==> src/rtl/srp_pkg.sv <==
package srp_pkg;

  typedef enum logic [1:0] {
    ST_IDLE = 2'd0,
    ST_CMD  = 2'd1,
    ST_DATA = 2'd2
  } srpState_t;

  // strobes from control to datapath, all one cycle wide
  typedef struct packed {
    logic sessStart;
    logic shiftBit;
    logic takeCmd;
    logic commit;
    logic advance;
    logic loadTx;
    logic shiftTx;
  } srpStrobe_t;

  // decoded view of the current address and direction
  typedef struct packed {
    logic isRead;
    logic inRange;
    logic isLive;
    logic atBuffer;
  } srpStatus_t;

endpackage

==> src/rtl/srp_sync.sv <==
module srp_sync #(
  parameter int              W       = 3,
  parameter int              STAGES  = 2,
  parameter logic [W-1:0]    RST_VAL = '0
) (
  input  logic         clk,
  input  logic         rst_n,
  input  logic [W-1:0] asyncIn,
  output logic [W-1:0] syncOut
);

  logic [W-1:0] chain [STAGES];

  generate
    for (genvar s = 0; s < STAGES; s++) begin : g_stage
      if (s == 0) begin : g_first
        always_ff @(posedge clk or negedge rst_n) begin
          if (!rst_n) chain[s] <= RST_VAL;
          else        chain[s] <= asyncIn;
        end
      end else begin : g_next
        always_ff @(posedge clk or negedge rst_n) begin
          if (!rst_n) chain[s] <= RST_VAL;
          else        chain[s] <= chain[s-1];
        end
      end
    end
  endgenerate

  assign syncOut = chain[STAGES-1];

endmodule

==> src/rtl/srp_ctl.sv <==
module srp_ctl
  import srp_pkg::*;
#(
  parameter int DATA_W = 8
) (
  input  logic       clk,
  input  logic       rst_n,
  input  logic       enLvl,
  input  logic       sckLvl,
  input  srpStatus_t status,
  output srpStrobe_t strobe,
  output logic       doutEn,
  output logic       loadPulse
);

  localparam int               BIT_W    = $clog2(DATA_W);
  localparam logic [BIT_W-1:0] LAST_BIT = BIT_W'(DATA_W - 1);

  srpState_t        state;
  logic [BIT_W-1:0] bitCnt;
  logic             prevEn, prevSck;
  logic             deferredSeen;
  logic             enFall, enRise, sckFall, sckRise;
  logic             active, octetDone, readData;

  assign enFall  = prevEn & ~enLvl;
  assign enRise  = ~prevEn & enLvl;
  assign sckFall = prevSck & ~sckLvl;
  assign sckRise = ~prevSck & sckLvl;

  assign active    = (state != ST_IDLE) && !enRise && !enFall;
  assign octetDone = strobe.shiftBit && (bitCnt == LAST_BIT);
  assign readData  = (state == ST_DATA) && status.isRead;

  always_comb begin
    strobe           = '0;
    strobe.sessStart = enFall;
    strobe.shiftBit  = sckFall && active;
    strobe.takeCmd   = octetDone && (state == ST_CMD);
    strobe.commit    = octetDone && (state == ST_DATA) && !status.isRead && status.inRange;
    strobe.advance   = octetDone && (state == ST_DATA) && !status.atBuffer;
    strobe.loadTx    = sckRise && active && readData && (bitCnt == '0);
    strobe.shiftTx   = sckRise && active && readData && (bitCnt != '0);
  end

  assign doutEn = readData;

  always_ff @(posedge clk or negedge rst_n) begin
    if (!rst_n) begin
      state        <= ST_IDLE;
      bitCnt       <= '0;
      prevEn       <= 1'b1;
      prevSck      <= 1'b0;
      deferredSeen <= 1'b0;
      loadPulse    <= 1'b0;
    end else begin
      prevEn  <= enLvl;
      prevSck <= sckLvl;
      if (enFall) begin
        state        <= ST_CMD;
        bitCnt       <= '0;
        deferredSeen <= 1'b0;
        loadPulse    <= 1'b0;
      end else if (enRise) begin
        state        <= ST_IDLE;
        bitCnt       <= '0;
        loadPulse    <= deferredSeen;
        deferredSeen <= 1'b0;
      end else begin
        loadPulse <= 1'b0;
        if (strobe.shiftBit) bitCnt <= bitCnt + 1'b1;
        if (strobe.takeCmd) state <= ST_DATA;
        if (strobe.commit && !status.isLive) deferredSeen <= 1'b1;
      end
    end
  end

endmodule

==> src/rtl/srp_dp.sv <==
module srp_dp
  import srp_pkg::*;
#(
  parameter int ADDR_W   = 7,
  parameter int DATA_W   = 8,
  parameter int NUM_REGS = 30,
  parameter int BUF_ADDR = 29,
  parameter int LIVE_LO  = 25,
  parameter int LIVE_HI  = 28
) (
  input  logic              clk,
  input  logic              rst_n,
  input  logic              dinLvl,
  input  srpStrobe_t        strobe,
  input  logic [DATA_W-1:0] rdData,
  output srpStatus_t        status,
  output logic [ADDR_W-1:0] rdAddr,
  output logic              dout,
  output logic              wrEn,
  output logic [ADDR_W-1:0] wrAddr,
  output logic [DATA_W-1:0] wrData,
  output logic              wrLive
);

  localparam logic [ADDR_W-1:0] LAST_ADDR = ADDR_W'(NUM_REGS - 1);
  localparam logic [ADDR_W-1:0] BUF_A     = ADDR_W'(BUF_ADDR);
  localparam logic [ADDR_W-1:0] LIVE_LO_A = ADDR_W'(LIVE_LO);
  localparam logic [ADDR_W-1:0] LIVE_HI_A = ADDR_W'(LIVE_HI);

  logic [DATA_W-1:0] rxShift, rxByte, txShift, rdVal;
  logic [ADDR_W-1:0] addrReg;
  logic              isRead;

  assign rxByte = {rxShift[DATA_W-2:0], dinLvl};
  assign rdAddr = addrReg;

  assign status.isRead   = isRead;
  assign status.inRange  = addrReg <= LAST_ADDR;
  assign status.atBuffer = addrReg == BUF_A;
  assign status.isLive   = ((addrReg >= LIVE_LO_A) && (addrReg <= LIVE_HI_A)) || (addrReg == BUF_A);

  assign rdVal = status.inRange ? rdData : '0;

  // command octet, address and receive shifter
  always_ff @(posedge clk or negedge rst_n) begin
    if (!rst_n) begin
      rxShift <= '0;
      addrReg <= '0;
      isRead  <= 1'b0;
    end else if (strobe.sessStart) begin
      rxShift <= '0;
      isRead  <= 1'b0;
    end else begin
      if (strobe.shiftBit) rxShift <= rxByte;
      if (strobe.takeCmd) begin
        addrReg <= rxByte[DATA_W-1:1];
        isRead  <= rxByte[0];
      end else if (strobe.advance) begin
        addrReg <= addrReg + 1'b1;
      end
    end
  end

  // write strobe towards the register bank
  always_ff @(posedge clk or negedge rst_n) begin
    if (!rst_n) begin
      wrEn   <= 1'b0;
      wrAddr <= '0;
      wrData <= '0;
      wrLive <= 1'b0;
    end else begin
      wrEn <= strobe.commit;
      if (strobe.commit) begin
        wrAddr <= addrReg;
        wrData <= rxByte;
        wrLive <= status.isLive;
      end
    end
  end

  // read-back transmit shifter
  always_ff @(posedge clk or negedge rst_n) begin
    if (!rst_n) begin
      txShift <= '0;
      dout    <= 1'b0;
    end else if (strobe.loadTx) begin
      dout    <= rdVal[DATA_W-1];
      txShift <= {rdVal[DATA_W-2:0], 1'b0};
    end else if (strobe.shiftTx) begin
      dout    <= txShift[DATA_W-1];
      txShift <= {txShift[DATA_W-2:0], 1'b0};
    end
  end

endmodule

==> src/rtl/serial_cfg_port.sv <==
module serial_cfg_port
  import srp_pkg::*;
#(
  parameter int ADDR_W      = 7,
  parameter int DATA_W      = 8,
  parameter int NUM_REGS    = 30,
  parameter int BUF_ADDR    = 29,
  parameter int LIVE_LO     = 25,
  parameter int LIVE_HI     = 28,
  parameter int SYNC_STAGES = 2
) (
  input  logic              clk,
  input  logic              rst_n,
  input  logic              serEnN,
  input  logic              serClk,
  input  logic              serDin,
  output logic              serDout,
  output logic              serDoutEn,
  output logic [ADDR_W-1:0] rdAddr,
  input  logic [DATA_W-1:0] rdData,
  output logic              wrEn,
  output logic [ADDR_W-1:0] wrAddr,
  output logic [DATA_W-1:0] wrData,
  output logic              wrLive,
  output logic              loadPulse
);

  logic [2:0] pinSync;
  srpStrobe_t strobe;
  srpStatus_t status;

  srp_sync #(.W(3), .STAGES(SYNC_STAGES), .RST_VAL(3'b100)) u_sync (
    .clk(clk), .rst_n(rst_n),
    .asyncIn({serEnN, serClk, serDin}),
    .syncOut(pinSync)
  );

  srp_ctl #(.DATA_W(DATA_W)) u_ctl (
    .clk(clk), .rst_n(rst_n),
    .enLvl(pinSync[2]), .sckLvl(pinSync[1]),
    .status(status), .strobe(strobe),
    .doutEn(serDoutEn), .loadPulse(loadPulse)
  );

  srp_dp #(
    .ADDR_W(ADDR_W), .DATA_W(DATA_W), .NUM_REGS(NUM_REGS),
    .BUF_ADDR(BUF_ADDR), .LIVE_LO(LIVE_LO), .LIVE_HI(LIVE_HI)
  ) u_dp (
    .clk(clk), .rst_n(rst_n),
    .dinLvl(pinSync[0]), .strobe(strobe), .rdData(rdData),
    .status(status), .rdAddr(rdAddr), .dout(serDout),
    .wrEn(wrEn), .wrAddr(wrAddr), .wrData(wrData), .wrLive(wrLive)
  );

endmodule

==> config.mk <==
export PLATFORM = sky130hd
export DESIGN_NAME = serial_cfg_port
export DESIGN_NICKNAME = d
export VERILOG_FILES = /design/src/rtl/srp_pkg.sv /design/src/rtl/srp_sync.sv /design/src/rtl/srp_ctl.sv /design/src/rtl/srp_dp.sv /design/src/rtl/serial_cfg_port.sv
export SDC_FILE = /design/constraint.sdc
export NUM_CORES = 1
export LEC_CHECK = 0
export ABC_AREA = 1
export BUFFER_PORTS_ARGS = -buffer_cell sky130_fd_sc_hd__buf_4
export CORE_ASPECT_RATIO = 1.5
export CORE_MARGIN = 8
export CORE_UTILIZATION = 60
export CTS_CLUSTER_SIZE = 28
export DETAILED_ROUTE_END_ITERATION = 7
export PLACE_DENSITY = 0.94
export REMOVE_ABC_BUFFERS = 1
export SLEW_MARGIN = 20
export SYNTH_ARGS = -nofsm -noshare
export SYNTH_HDL_FRONTEND = slang
export SYNTH_SLANG_ARGS = --single-unit
==> constraint.sdc <==
create_clock -name clk -period 5.5 [get_ports clk]
set_input_delay 1.1 -clock clk [delete_from_list [all_inputs] [get_ports clk]]
set_output_delay 1.1 -clock clk [all_outputs]
set_load 0.03 [all_outputs]
* Word-level counts from Yosys, hierarchy flattened
Cells that the tools add are included.
** Word-level totals
- Flip-flop bits (word level) :: 56
- Logic and storage cells :: 90
- Output and inout port bits :: 27
- Input port bits :: 13
** Cells by class
- Eq/ne operators :: 4
- Order comparisons :: 3
- Reduce and logical (&&, ||, !) cells :: 33
- $add $sub $neg :: 2
- Bitwise logic cells :: 9
- Mux-type cells :: 22
** Operator list (count)
- 2-to-1 mux 7 bit :: 4
- 2-to-1 mux 8 bit :: 3
- logical AND 1 bit :: 16
- less-or-equal comparator 7 x 5 -> 1 bit (second input constant) :: 2
- nonzero test 3 bit :: 4
- nonzero test 2 bit :: 5
- 2-to-1 mux 1 bit :: 9
- 2-to-1 mux 3 bit :: 3
- adder 7 x 1 -> 7 bit (second input constant) :: 1
- == test 7 x 5 -> 1 bit (second input constant) :: 1
- greater-or-equal comparator 7 x 5 -> 1 bit (second input constant) :: 1
- 2-to-1 mux 2 bit :: 3
- zero test 1 bit :: 5
- inverter 1 bit :: 5
- AND 1 bit :: 4
- adder 3 x 1 -> 3 bit (second input constant) :: 1
- == test 3 bit (second input constant) :: 1
- zero test 3 bit :: 1
- == test 2 x 1 -> 1 bit (second input constant) :: 1
- == test 2 bit (second input constant) :: 1
- AND reduction 2 bit :: 1
- logical OR 1 bit :: 1

* Logic depth before layout (Yosys ltp)
Gate-level depths: netlist of run 1.
- Depth after elaboration :: 14
- Depth in mapped cells :: 13
- Gate-level depth less buffers :: 12

* By module
A second synthesis of run 1 with hierarchy kept.
** Second synthesis, totals
- Cell total of the unflattened synthesis :: 313
- Area, all modules :: 2662.6 sq um
** Modules (own cells, without submodules)
- srp_dp :: area each 1936.9 sq um, times used 1, sequential area each 1001.0 sq um, cells each 239
- srp_ctl :: area each 550.5 sq um, times used 1, sequential area each 226.5 sq um, cells each 65
- srp_sync :: area each 175.2 sq um, times used 1, sequential area each 152.6 sq um, cells each 9

* Worst setup path before layout of run 1
No wires, ideal clock.
- Kind :: register to output
- Start :: register u_ctl.state[0]
- End :: output serDoutEn
- Buffers on the path :: 0
- Data required time :: 4.400 ns
- Data arrival time :: 0.720 ns
- Stages on the path, launching flop included :: 4
- Setup slack :: 3.680 ns
- Cell sequence :: dfrtp_1 > inv_1 > nand3_1 > inv_1
** Between the ends
- Word-level cells in the longest chain between the ends :: 2
** Ends and longest elaborated chain
- start, declared :: line srp_ctl.sv:19 : srpState_t state;
- start signal, assigned :: line srp_ctl.sv:50 : state <= ST_IDLE;
- start signal, assigned :: line srp_ctl.sv:60 : state <= ST_CMD;
- start signal, assigned :: line srp_ctl.sv:65 : state <= ST_IDLE;
- == test 2 bit :: line srp_ctl.sv:33 : assign readData = (state == ST_DATA) && status.isRead;
- logical AND 1 bit :: line srp_ctl.sv:33
- end, declared :: line serial_cfg_port.sv:18 : output logic serDoutEn,
No other way between the ends.

* Worst setup path in the final report of run 1
Same ends and word-level chain as after synthesis.

==> flow_metrics.py, run 1 <==
metrics = {
    "outcome": {
        "status": "completed",
    },
    "yosys": {
        "synth_largest_type_area_fraction": 0.511,
        "synth_top_cells_by_count": "67 x sky130_fd_sc_hd__nand2_1, 52 x sky130_fd_sc_hd__dfrtp_1, 42 x sky130_fd_sc_hd__inv_1, 29 x sky130_fd_sc_hd__nand3_1, 15 x sky130_fd_sc_hd__o21ai_1",
        "yosys.cell_count.top_type": "sky130_fd_sc_hd__nand2_1",
        "synth_async_sr_flop_share": 1.00,
        "synth-seq-cells": 55,
        "yosys_most_used_dff": "sky130_fd_sc_hd__dfrtp_1",
        "netlist-cell-type-count": 26,
        "netlist_instances": 280,
        "ys.warnings.count": 0,
        "synth-edff-count": 0,
        "synthTopCellsByArea": "sky130_fd_sc_hd__dfrtp_1 51%, sky130_fd_sc_hd__nand2_1 9.9%, sky130_fd_sc_hd__inv_1 6.2%, sky130_fd_sc_hd__nand3_1 5.7%, sky130_fd_sc_hd__ha_1 3.9%",
        "synth_sequential_area_ratio": 0.542,
        "synthDominantAreaCellType": "sky130_fd_sc_hd__dfrtp_1",
        "syn_area_per_cell_um2": 9.09,
        "syn-cell-area_um2": 2550,
    },
    "clock_tree": {
        "clock-root-buffer": "sky130_fd_sc_hd__clkbuf_8",
        "sink_count": 55,
        "holdBufCountCts": 0,
        "post_cts.repair.setup_buffers": 0,
        "ctsResizeCount": 0,
        "clock_path_buffers": 2,
        "h-tree-depth": 2,
        "cts_tree": "done",
        "inserted_clock_buffers": 5,
        "clk-insertion-delay-late_ps": 310,
        "clk_transition_reported_paths_ps": 90,
    },
    "run": {
        "max-cap-violations": 0,
    },
    "placed_design": {
        "globalplace.congestion": 0.867,
        "count_of_input_and_output_buffers": 39,
        "placed_wire_length_estimate_mm": 3.62,
    },
    "floorplan": {
        "die_span_in_x_um": 69.2,
        "fp.dieArea_um2": 6630,
        "floorplan.core_area_um2": 4170,
        "io-pin-count": 40,
        "rows": 29,
        "die_y_um": 95.8,
        "floorplan.initialDensity": 0.610,
    },
    "route": {
        "drt_wl_total_mm": 4.96,
        "firstDrtPassIters": 4,
        "dr_total_vias": 1960,
        "average_vias_per_placed_instance": 5.31,
        "post-route-drc-count": 0,
        "postRouteAntennaNets": 0,
        "first_iter_violations": 107,
        "route.detailed.wl_per_inst_um": 13.4,
    },
    "power_and_ir_drop": {
        "power.ir.vdd_worst_mv": 0.269,
        "static-leakage-power_uw": 0.00155,
        "power_density_nw_per_um2": 250,
    },
    "sta": {
        "layout_worst_path_cycle_share": 0.406,
        "hold_viol": 0,
        "slew-limit-headroom": 0.559,
        "timing.fmax_ghz": 0.448,
        "report.final.slew_viol_count": 0,
        "fin_tns_setup_ps": 0,
        "period_needed_ps": 2230,
        "grt_setup_unrepaired": "false",
        "fin_skew_ps": 7.12,
        "finalSetupViolCount": 0,
        "worst_max_slew_pin_slew_ps": 661,
    },
    "worst_setup_path": {
        "cp-startpoint": "u_ctl.state[0]",
        "worst_ep_required_time_ps": 4400,
        "path_class": "flop to primary output",
        "critical_path_data_arrival_time_ps": 1130,
        "startpoint_of_the_worst_register_to_register_path": "u_sync.syncOut[2]",
        "endpoint_kind": "primary output",
        "critical_path_peak_fanout": 3,
        "setup.worst_path.start_class": "flop",
    },
    "layout": {
        "area_growth_pct": 15.3,
        "core_occupancy_in_the_finished_layout": 0.704,
        "nets": 343,
        "insertedDiodeCount": 0,
        "layout_cells_sized_above_1": 0.195,
        "final.fill_count": 296,
    },
    "grt": {
        "grt_start_max_net_pins": 56,
        "grt_use_total": 0.156,
        "globalRouteOverflowTotal": 0,
        "grt_antenna_before_repair": 0,
        "via_count_of_the_first_global_routing_pass": 1977,
        "grt_pass1_wl_mm": 8.52,
    },
    "hold_path": {
        "hp-start": "u_sync.chain[3]",
        "worstHoldPathType": "flop to flop",
    },
}
==> cell families (layout without fill, tap and decap cells) <==
family	Yosys count	count (layout)	share of synthesized area
and+or+nand+nor	123	123	0.228
DFF	55	55	0.542
buffers and inverters	49	92	0.0850
AOI/OAI and AO/OA	41	41	0.0924
adders and majority gates	8	8	0.0393
xor gates and xnor gates	4	4	0.0138
==> sequential cells by signal, summed over array words and instances (netlist names) <==
register and count:
u_dp.isRead 1, u_dp.wrLive 1, u_dp.dout 1, u_dp.wrAddr 7, u_ctl.prevSck 1, u_sync.syncOut 3
u_ctl.prevEn 1, u_ctl.bitCnt 3, u_dp.rdAddr 7, u_dp.txShift 7, u_ctl.deferredSeen 1, u_dp.rxShift 7
u_dp.wrData 8, u_ctl.loadPulse 1, u_ctl.state 2, u_sync.chain 3, u_dp.wrEn 1
==> per-layer routing <==
metal / vias to the layer above / GRT usage / routed length (µm)
li1: 972 / - / -
met5: - / 0 / 0
met3: 15 / 0.0361 / 226
met4: 0 / 0.0961 / 170
met2: 58 / 0.284 / 2630
met1: 915 / 0.160 / 1940
==> through the flow <==
step / cell area, µm² / instances / hold slack (ps) / total power [µW] / worst slack (ps)
finish: 2940 / 369 / 358 / 734 / 3270
global route: 2940 / 369 / 369 / 765 / 3190
CTS: 2940 / 369 / 358 / 738 / 3250
detailed placement: 2850 / 361 / 338 / 521 / 3540
global placement: 2850 / 361 / 336 / 515 / 3600
floorplan: 2500 / 276 / 331 / 489 / 3680
==> path summary, 6_finish.rpt <==
path                                      to  slack (ps)  cells past startpoint
max                                serDoutEn        3270                      4
max reg2reg                  u_dp.txShift[2]        3490                     11
min in group asynchronous     u_dp.wrData[5]         820                      1
min reg2reg                u_sync.syncOut[0]         360                      0
max in group asynchronous     u_dp.wrAddr[4]        4240                      1
min                        u_sync.syncOut[0]         360                      0
==> worst max-delay path: stages, from the launching register on <==
cell and delay [ps]:
sky130_fd_sc_hd__dfrtp_1 410, sky130_fd_sc_hd__inv_1 100, sky130_fd_sc_hd__nand3_1 70, sky130_fd_sc_hd__inv_1 90
sky130_fd_sc_hd__buf_4 160
==> layout by cell type (no fill, tap or decap), types with 4 or more instances in the layout <==
cell type / netlist / final
sky130_fd_sc_hd__nand2_1: 67 / 67
sky130_fd_sc_hd__dfrtp_1: 52 / 52
sky130_fd_sc_hd__inv_1: 42 / 42
sky130_fd_sc_hd__buf_4: 0 / 39
sky130_fd_sc_hd__nand3_1: 29 / 29
sky130_fd_sc_hd__o21ai_1: 15 / 15
sky130_fd_sc_hd__nor2_1: 14 / 14
sky130_fd_sc_hd__o21ai_0: 8 / 8
sky130_fd_sc_hd__ha_1: 8 / 8
sky130_fd_sc_hd__o21bai_1: 7 / 7
sky130_fd_sc_hd__o22ai_1: 6 / 6
sky130_fd_sc_hd__clkbuf_8: 0 / 5
sky130_fd_sc_hd__xor2_1: 4 / 4
==> power by group <==
part | internal, µW | switching (µW)
logic | 27.2 | 58.6
registers | 422 | 10.3
clock network | 89.2 | 127
total | 538 | 196
==> final cells by class <==
cell class,count,area (µm²),area share
Clock buffer,6,72.6,0.0247
Clock inverter,2,12.5,0.00426
Inverter,45,171,0.0584
Multi-Input combinational cell,176,950,0.323
Sequential cell,55,1380,0.470
Tap cell,46,57.6,0.0196
Timing Repair Buffer,39,293,0.0997
(Power assumes the default switching activity.)
==> inputs of run 2 (changes only) <==
- CORE_UTILIZATION: 60 -> 56
- PLACE_DENSITY: 0.94 -> 0.89
- clock period: 5.5 -> 2.3 ns (I/O delays scaled with it)
==> flow_metrics.py, run 2 (same netlist as run 1, synthesis figures left out) <==
metrics = {
    "power_and_ir_drop": {
        "static-leakage-power_uw": 0.00157,
        "power.ir.vdd_worst_mv": 0.622,
        "seqPwrFrac": 0.529,
        "clockPowerShare": 0.373,
        "power.switching_uw": 447,
        "power_density_nw_per_um2": 654,
        "power.share.combinational": 0.098,
        "report.power.total_uw": 1950,
        "internal_power_uw": 1510,
        "sw_frac_of_total": 0.229,
    },
    "sta": {
        "timing.fmax_ghz": 0.498,
        "report.final.slew_viol_count": 0,
        "grt_setup_unrepaired": "false",
        "fin_skew_ps": 10.0,
        "finalSetupViolCount": 0,
        "layout_worst_path_cycle_share": 0.873,
        "fin_tns_setup_ps": 0,
        "hold_viol": 0,
        "slew-limit-headroom": 0.557,
        "period_needed_ps": 2010,
        "setup_ws_ps": 291,
        "worst_max_slew_pin_slew_ps": 665,
    },
    "worst_setup_path": {
        "path_class": "flop to flop",
        "critical_path_buf_inv_count": 2,
        "critical_path_peak_fanout": 14,
        "critical_path_data_arrival_time_ps": 2230,
        "cp_cell_sequence": "inv_1 -> ha_1 -> inv_2 -> nand2_2 -> nor2_4 -> nand2_4 -> nor2_8 -> nand2_4 -> nand2_2 -> nand2_1 -> o21ai_0",
        "cp_top_family": "simple AND/OR/NAND/NOR gates",
        "worst_ep_required_time_ps": 2520,
        "crit_slowest_cell": "sky130_fd_sc_hd__dfstp_2",
        "endpoint_kind": "flop",
        "setup.worst_path.start_class": "flop",
        "critical_path.max_stage_delay_ps": 550,
    },
    "outcome": {
        "status": "completed",
    },
    "layout": {
        "multi_input_comb_area_um2": 950,
        "register_area_um2": 1380,
        "registers.top_by_ff_count": "u_dp.wrData",
        "layout.cells.most_common_list": "67 x sky130_fd_sc_hd__nand2_1, 52 x sky130_fd_sc_hd__dfrtp_1, 42 x sky130_fd_sc_hd__inv_1, 39 x sky130_fd_sc_hd__buf_4, 29 x sky130_fd_sc_hd__nand3_1",
        "core_occupancy_in_the_finished_layout": 0.669,
        "nets": 343,
        "mostFrequentLayoutCell": "sky130_fd_sc_hd__nand2_1",
        "layout_cells_sized_above_1": 0.195,
        "final.fill_count": 341,
        "area_growth_pct": 17.3,
        "largest_register_ff_count": 8,
        "final-instance-count-excl-fill": 371,
        "insertedDiodeCount": 0,
    },
    "grt": {
        "globalRouteOverflowTotal": 0,
        "grt_use_total": 0.151,
        "grt_start_max_net_pins": 56,
        "grt_pass1_wl_mm": 8.67,
        "via_count_of_the_first_global_routing_pass": 2016,
        "grt_antenna_before_repair": 0,
    },
    "clock_tree": {
        "sink_count": 55,
        "clock-root-buffer": "sky130_fd_sc_hd__clkbuf_8",
        "ctsResizeCount": 0,
        "cts_tree": "done",
        "inserted_clock_buffers": 5,
        "clk_transition_reported_paths_ps": 90,
        "h-tree-depth": 2,
        "post_cts.repair.setup_buffers": 0,
        "clock_path_buffers": 2,
        "holdBufCountCts": 0,
        "clk-insertion-delay-late_ps": 300,
    },
    "route": {
        "drt_wl_total_mm": 5.00,
        "route.detailed.wl_per_inst_um": 13.5,
        "first_iter_violations": 117,
        "firstDrtPassIters": 4,
        "post-route-drc-count": 0,
        "postRouteAntennaNets": 0,
        "average_vias_per_placed_instance": 5.34,
        "dr_total_vias": 1981,
    },
    "floorplan": {
        "rows": 30,
        "io-pin-count": 40,
        "fp.dieArea_um2": 7000,
        "floorplan.core_area_um2": 4470,
        "floorplan.initialDensity": 0.570,
        "die_span_in_x_um": 71.1,
        "die_y_um": 98.6,
    },
    "placed_design": {
        "placement.setup.worst_slack_ps": 299,
        "count_of_input_and_output_buffers": 39,
        "numPlacedInstances": 363,
        "globalplace.congestion": 0.896,
        "placed_wire_length_estimate_mm": 3.63,
    },
    "hold_path": {
        "worstHoldPathType": "primary input to asynchronous set/reset pin",
    },
    "run": {
        "max-cap-violations": 0,
    },
}
run 2: changes by cell type in the layout (fill, tap and decap cells not counted), sizes merged:
cell,change
bufinv,+2
clkinv,-1
clkinvlp,-1
run 2: per-stage QoR:
stage	hold slack (ps)	instance area, µm²
floorplan	164	2500
global placement	335	2850
detailed placement	341	2850
CTS	210	2990
global route	250	2990
finish	185	2990
run 2: final timing paths:
kind | start | endpoint | slack, ps | depth (start not counted)
max reg2reg | u_sync.syncOut[2] | u_dp.rdAddr[2] | 290 | 11
min | rst_n | u_dp.wrAddr[4] | 180 | 1
max in group asynchronous | rst_n | u_ctl.prevSck | 1670 | 1
max | u_sync.syncOut[2] | u_dp.rdAddr[2] | 290 | 11
min in group clk | serDin | u_sync.chain[3] | 260 | 1
min reg2reg | u_sync.chain[3] | u_sync.syncOut[0] | 350 | 0
run 2: layout make-up:
class	instances	share of cell area
well taps	48	0.0201
multi-input cells	176	0.318
clock buffers	6	0.0243
clock inverters	2	0.0201
repair buffers	39	0.0980
inverters	45	0.0574
flip-flops and latches	55	0.462
run 2: per-layer routing:
| metal | vias to the layer above | wire [µm] | global-route usage | part of all wire |
|---|---|---|---|---|
| li1 | 974 | - | - | - |
| met1 | 931 | 1900 | 0.156 | 0.38 |
| met2 | 61 | 2650 | 0.273 | 0.53 |
| met3 | 15 | 311 | 0.0417 | 0.062 |
| met4 | 0 | 141 | 0.0709 | 0.028 |
| met5 | - | 0 | 0 | 0 |
run 2: power by group through the flow:
stage	Clock (µW)	Sequential [µW]	Combinational [µW]
after floorplan	0	1050	120
after global placement	0	1050	184
after detailed placement	0	1050	192
after CTS	744	1030	193
after global routing	772	1040	220
final	729	1030	191
==> inputs of run 3 (changes only) <==
- BUFFER_PORTS_ARGS: -buffer_cell sky130_fd_sc_hd__buf_4 -> -buffer_cell sky130_fd_sc_hd__buf_2
==> flow_metrics.py, run 3 (same netlist as run 1, synthesis figures left out) <==
metrics = {
    "outcome": {
        "status": "completed",
    },
    "floorplan": {
        "die_y_um": 98.6,
        "fp.dieArea_um2": 7000,
        "io-pin-count": 40,
        "floorplan.core_area_um2": 4470,
        "rows": 30,
        "floorplan.initialDensity": 0.570,
        "die_span_in_x_um": 71.1,
    },
    "grt": {
        "grt_antenna_before_repair": 0,
        "grt_start_max_net_pins": 32,
        "grt_pass1_wl_mm": 8.91,
        "via_count_of_the_first_global_routing_pass": 2042,
        "globalRouteOverflowTotal": 0,
        "grt_use_total": 0.156,
    },
    "layout": {
        "largest_register_ff_count": 8,
        "multi_input_comb_area_um2": 950,
        "final_area_um2": 2880,
        "insertedDiodeCount": 0,
        "register_area_um2": 1380,
        "registers.top_by_ff_count": "u_dp.wrData",
        "final.fill_count": 356,
        "mostFrequentLayoutCell": "sky130_fd_sc_hd__nand2_1",
        "final-instance-count-excl-fill": 372,
        "layout_cells_sized_above_1": 0.198,
        "area_growth_pct": 13.0,
        "nets": 344,
        "layout.cells.most_common_list": "67 x sky130_fd_sc_hd__nand2_1, 52 x sky130_fd_sc_hd__dfrtp_1, 42 x sky130_fd_sc_hd__inv_1, 39 x sky130_fd_sc_hd__buf_2, 29 x sky130_fd_sc_hd__nand3_1",
    },
    "route": {
        "average_vias_per_placed_instance": 5.35,
        "dr_total_vias": 1991,
        "route.detailed.wl_per_inst_um": 13.7,
        "drt_wl_total_mm": 5.08,
        "firstDrtPassIters": 4,
        "postRouteAntennaNets": 0,
        "post-route-drc-count": 0,
        "first_iter_violations": 100,
    },
    "sta": {
        "timing.fmax_ghz": 0.487,
        "worst_max_slew_pin_slew_ps": 589,
        "layout_worst_path_cycle_share": 0.892,
        "slew-limit-headroom": 0.607,
        "finalSetupViolCount": 0,
        "hold_viol": 0,
        "fin_tns_setup_ps": 0,
        "setup_ws_ps": 249,
        "grt_setup_unrepaired": "false",
        "period_needed_ps": 2050,
        "report.final.slew_viol_count": 0,
        "fin_skew_ps": 12.2,
    },
    "worst_setup_path": {
        "path_class": "flop to flop",
        "setup.worst_path.start_class": "flop",
        "worst_ep_required_time_ps": 2510,
        "critical_path_data_arrival_time_ps": 2260,
        "endpoint_kind": "flop",
        "cp_top_family": "simple AND/OR/NAND/NOR gates",
        "critical_path.max_stage_delay_ps": 540,
        "crit_slowest_cell": "sky130_fd_sc_hd__dfstp_2",
        "worst_flop_to_flop_path_endpoint": "u_dp.rdAddr[2]",
        "critical_path_buf_inv_count": 2,
        "worst-r2r-cell-count": 11,
        "startpoint_of_the_worst_register_to_register_path": "u_sync.syncOut[2]",
        "cp_cell_sequence": "inv_1 -> ha_1 -> inv_2 -> nand2_2 -> nor2_4 -> nand2_4 -> nor2_8 -> nand2_4 -> nand2_2 -> nand2_1 -> o21ai_0",
        "critical_path_peak_fanout": 14,
        "r2r_slack_ps": 250,
    },
    "clock_tree": {
        "clock_path_buffers": 2,
        "post_cts.repair.setup_buffers": 0,
        "clk-insertion-delay-late_ps": 310,
        "cts_tree": "done",
        "inserted_clock_buffers": 5,
        "clk_transition_reported_paths_ps": 90,
        "sink_count": 55,
        "h-tree-depth": 2,
        "ctsResizeCount": 0,
        "clock-root-buffer": "sky130_fd_sc_hd__clkbuf_8",
        "holdBufCountCts": 0,
    },
    "placed_design": {
        "globalplace.congestion": 0.872,
        "placement.setup.worst_slack_ps": 304,
        "numPlacedInstances": 364,
        "count_of_input_and_output_buffers": 39,
        "placed_wire_length_estimate_mm": 3.77,
        "placed_standard_cell_area_um2": 2780,
    },
    "power_and_ir_drop": {
        "report.power.total_uw": 1790,
        "static-leakage-power_uw": 0.00156,
        "power.ir.vdd_worst_mv": 0.423,
        "power_density_nw_per_um2": 622,
    },
    "hold_path": {
        "worstHoldPathType": "primary input to asynchronous set/reset pin",
    },
    "run": {
        "max-cap-violations": 0,
    },
}
run 3: where the power goes:
| group | switching, µW | internal, µW |
|---|---|---|
| combinational | 132 | 58.5 |
| clock | 291 | 275 |
| sequential | 22.5 | 1010 |
| total | 446 | 1340 |
run 3: how the worst max path moves through the flow:
stage / start / to / slack, ps / depth (start not counted)
after floorplan: u_sync.syncOut[2] / u_dp.dout / 520 / 11
after global placement: u_sync.syncOut[2] / u_dp.txShift[7] / 370 / 11
after detailed placement: u_sync.syncOut[2] / u_dp.rdAddr[2] / 300 / 10
after CTS: u_sync.syncOut[2] / u_dp.rdAddr[2] / 250 / 11
after global routing: u_sync.syncOut[2] / u_dp.rdAddr[2] / 100 / 11
final: u_sync.syncOut[2] / u_dp.rdAddr[2] / 250 / 11
run 3: layout make-up:
type	instances	share of cell area
Clock buffer	8	0.0348
Timing Repair Buffer	40	0.0748
Inverter	45	0.0596
Multi-Input combinational cell	176	0.330
Sequential cell	55	0.480
Tap cell	48	0.0209
run 3: worst reg2reg max path, stage by stage, from the launching register on:
cell and delay (ps):
sky130_fd_sc_hd__dfstp_2 540, sky130_fd_sc_hd__inv_1 40, sky130_fd_sc_hd__ha_1 220, sky130_fd_sc_hd__inv_2 90
sky130_fd_sc_hd__nand2_2 80, sky130_fd_sc_hd__nor2_4 130, sky130_fd_sc_hd__nand2_4 120, sky130_fd_sc_hd__nor2_8 170
sky130_fd_sc_hd__nand2_4 130, sky130_fd_sc_hd__nand2_2 230, sky130_fd_sc_hd__nand2_1 100, sky130_fd_sc_hd__o21ai_0 110
run 3: per-stage QoR:
stage | utilization | hold slack [ps]
detailed placement | 0.622 | 337
global placement | 0.622 | 334
floorplan | - | 164
global route | 0.644 | 191
CTS | 0.644 | 163
finish | 0.644 | 144
run 3: per-layer routing:
metal | vias up | part of all wire | global-route usage
met1 | 951 | 0.39 | 0.163
met2 | 52 | 0.54 | 0.283
li1 | 972 | - | -
met5 | - | 0 | 0
met3 | 16 | 0.042 | 0.0386
met4 | 0 | 0.029 | 0.0725
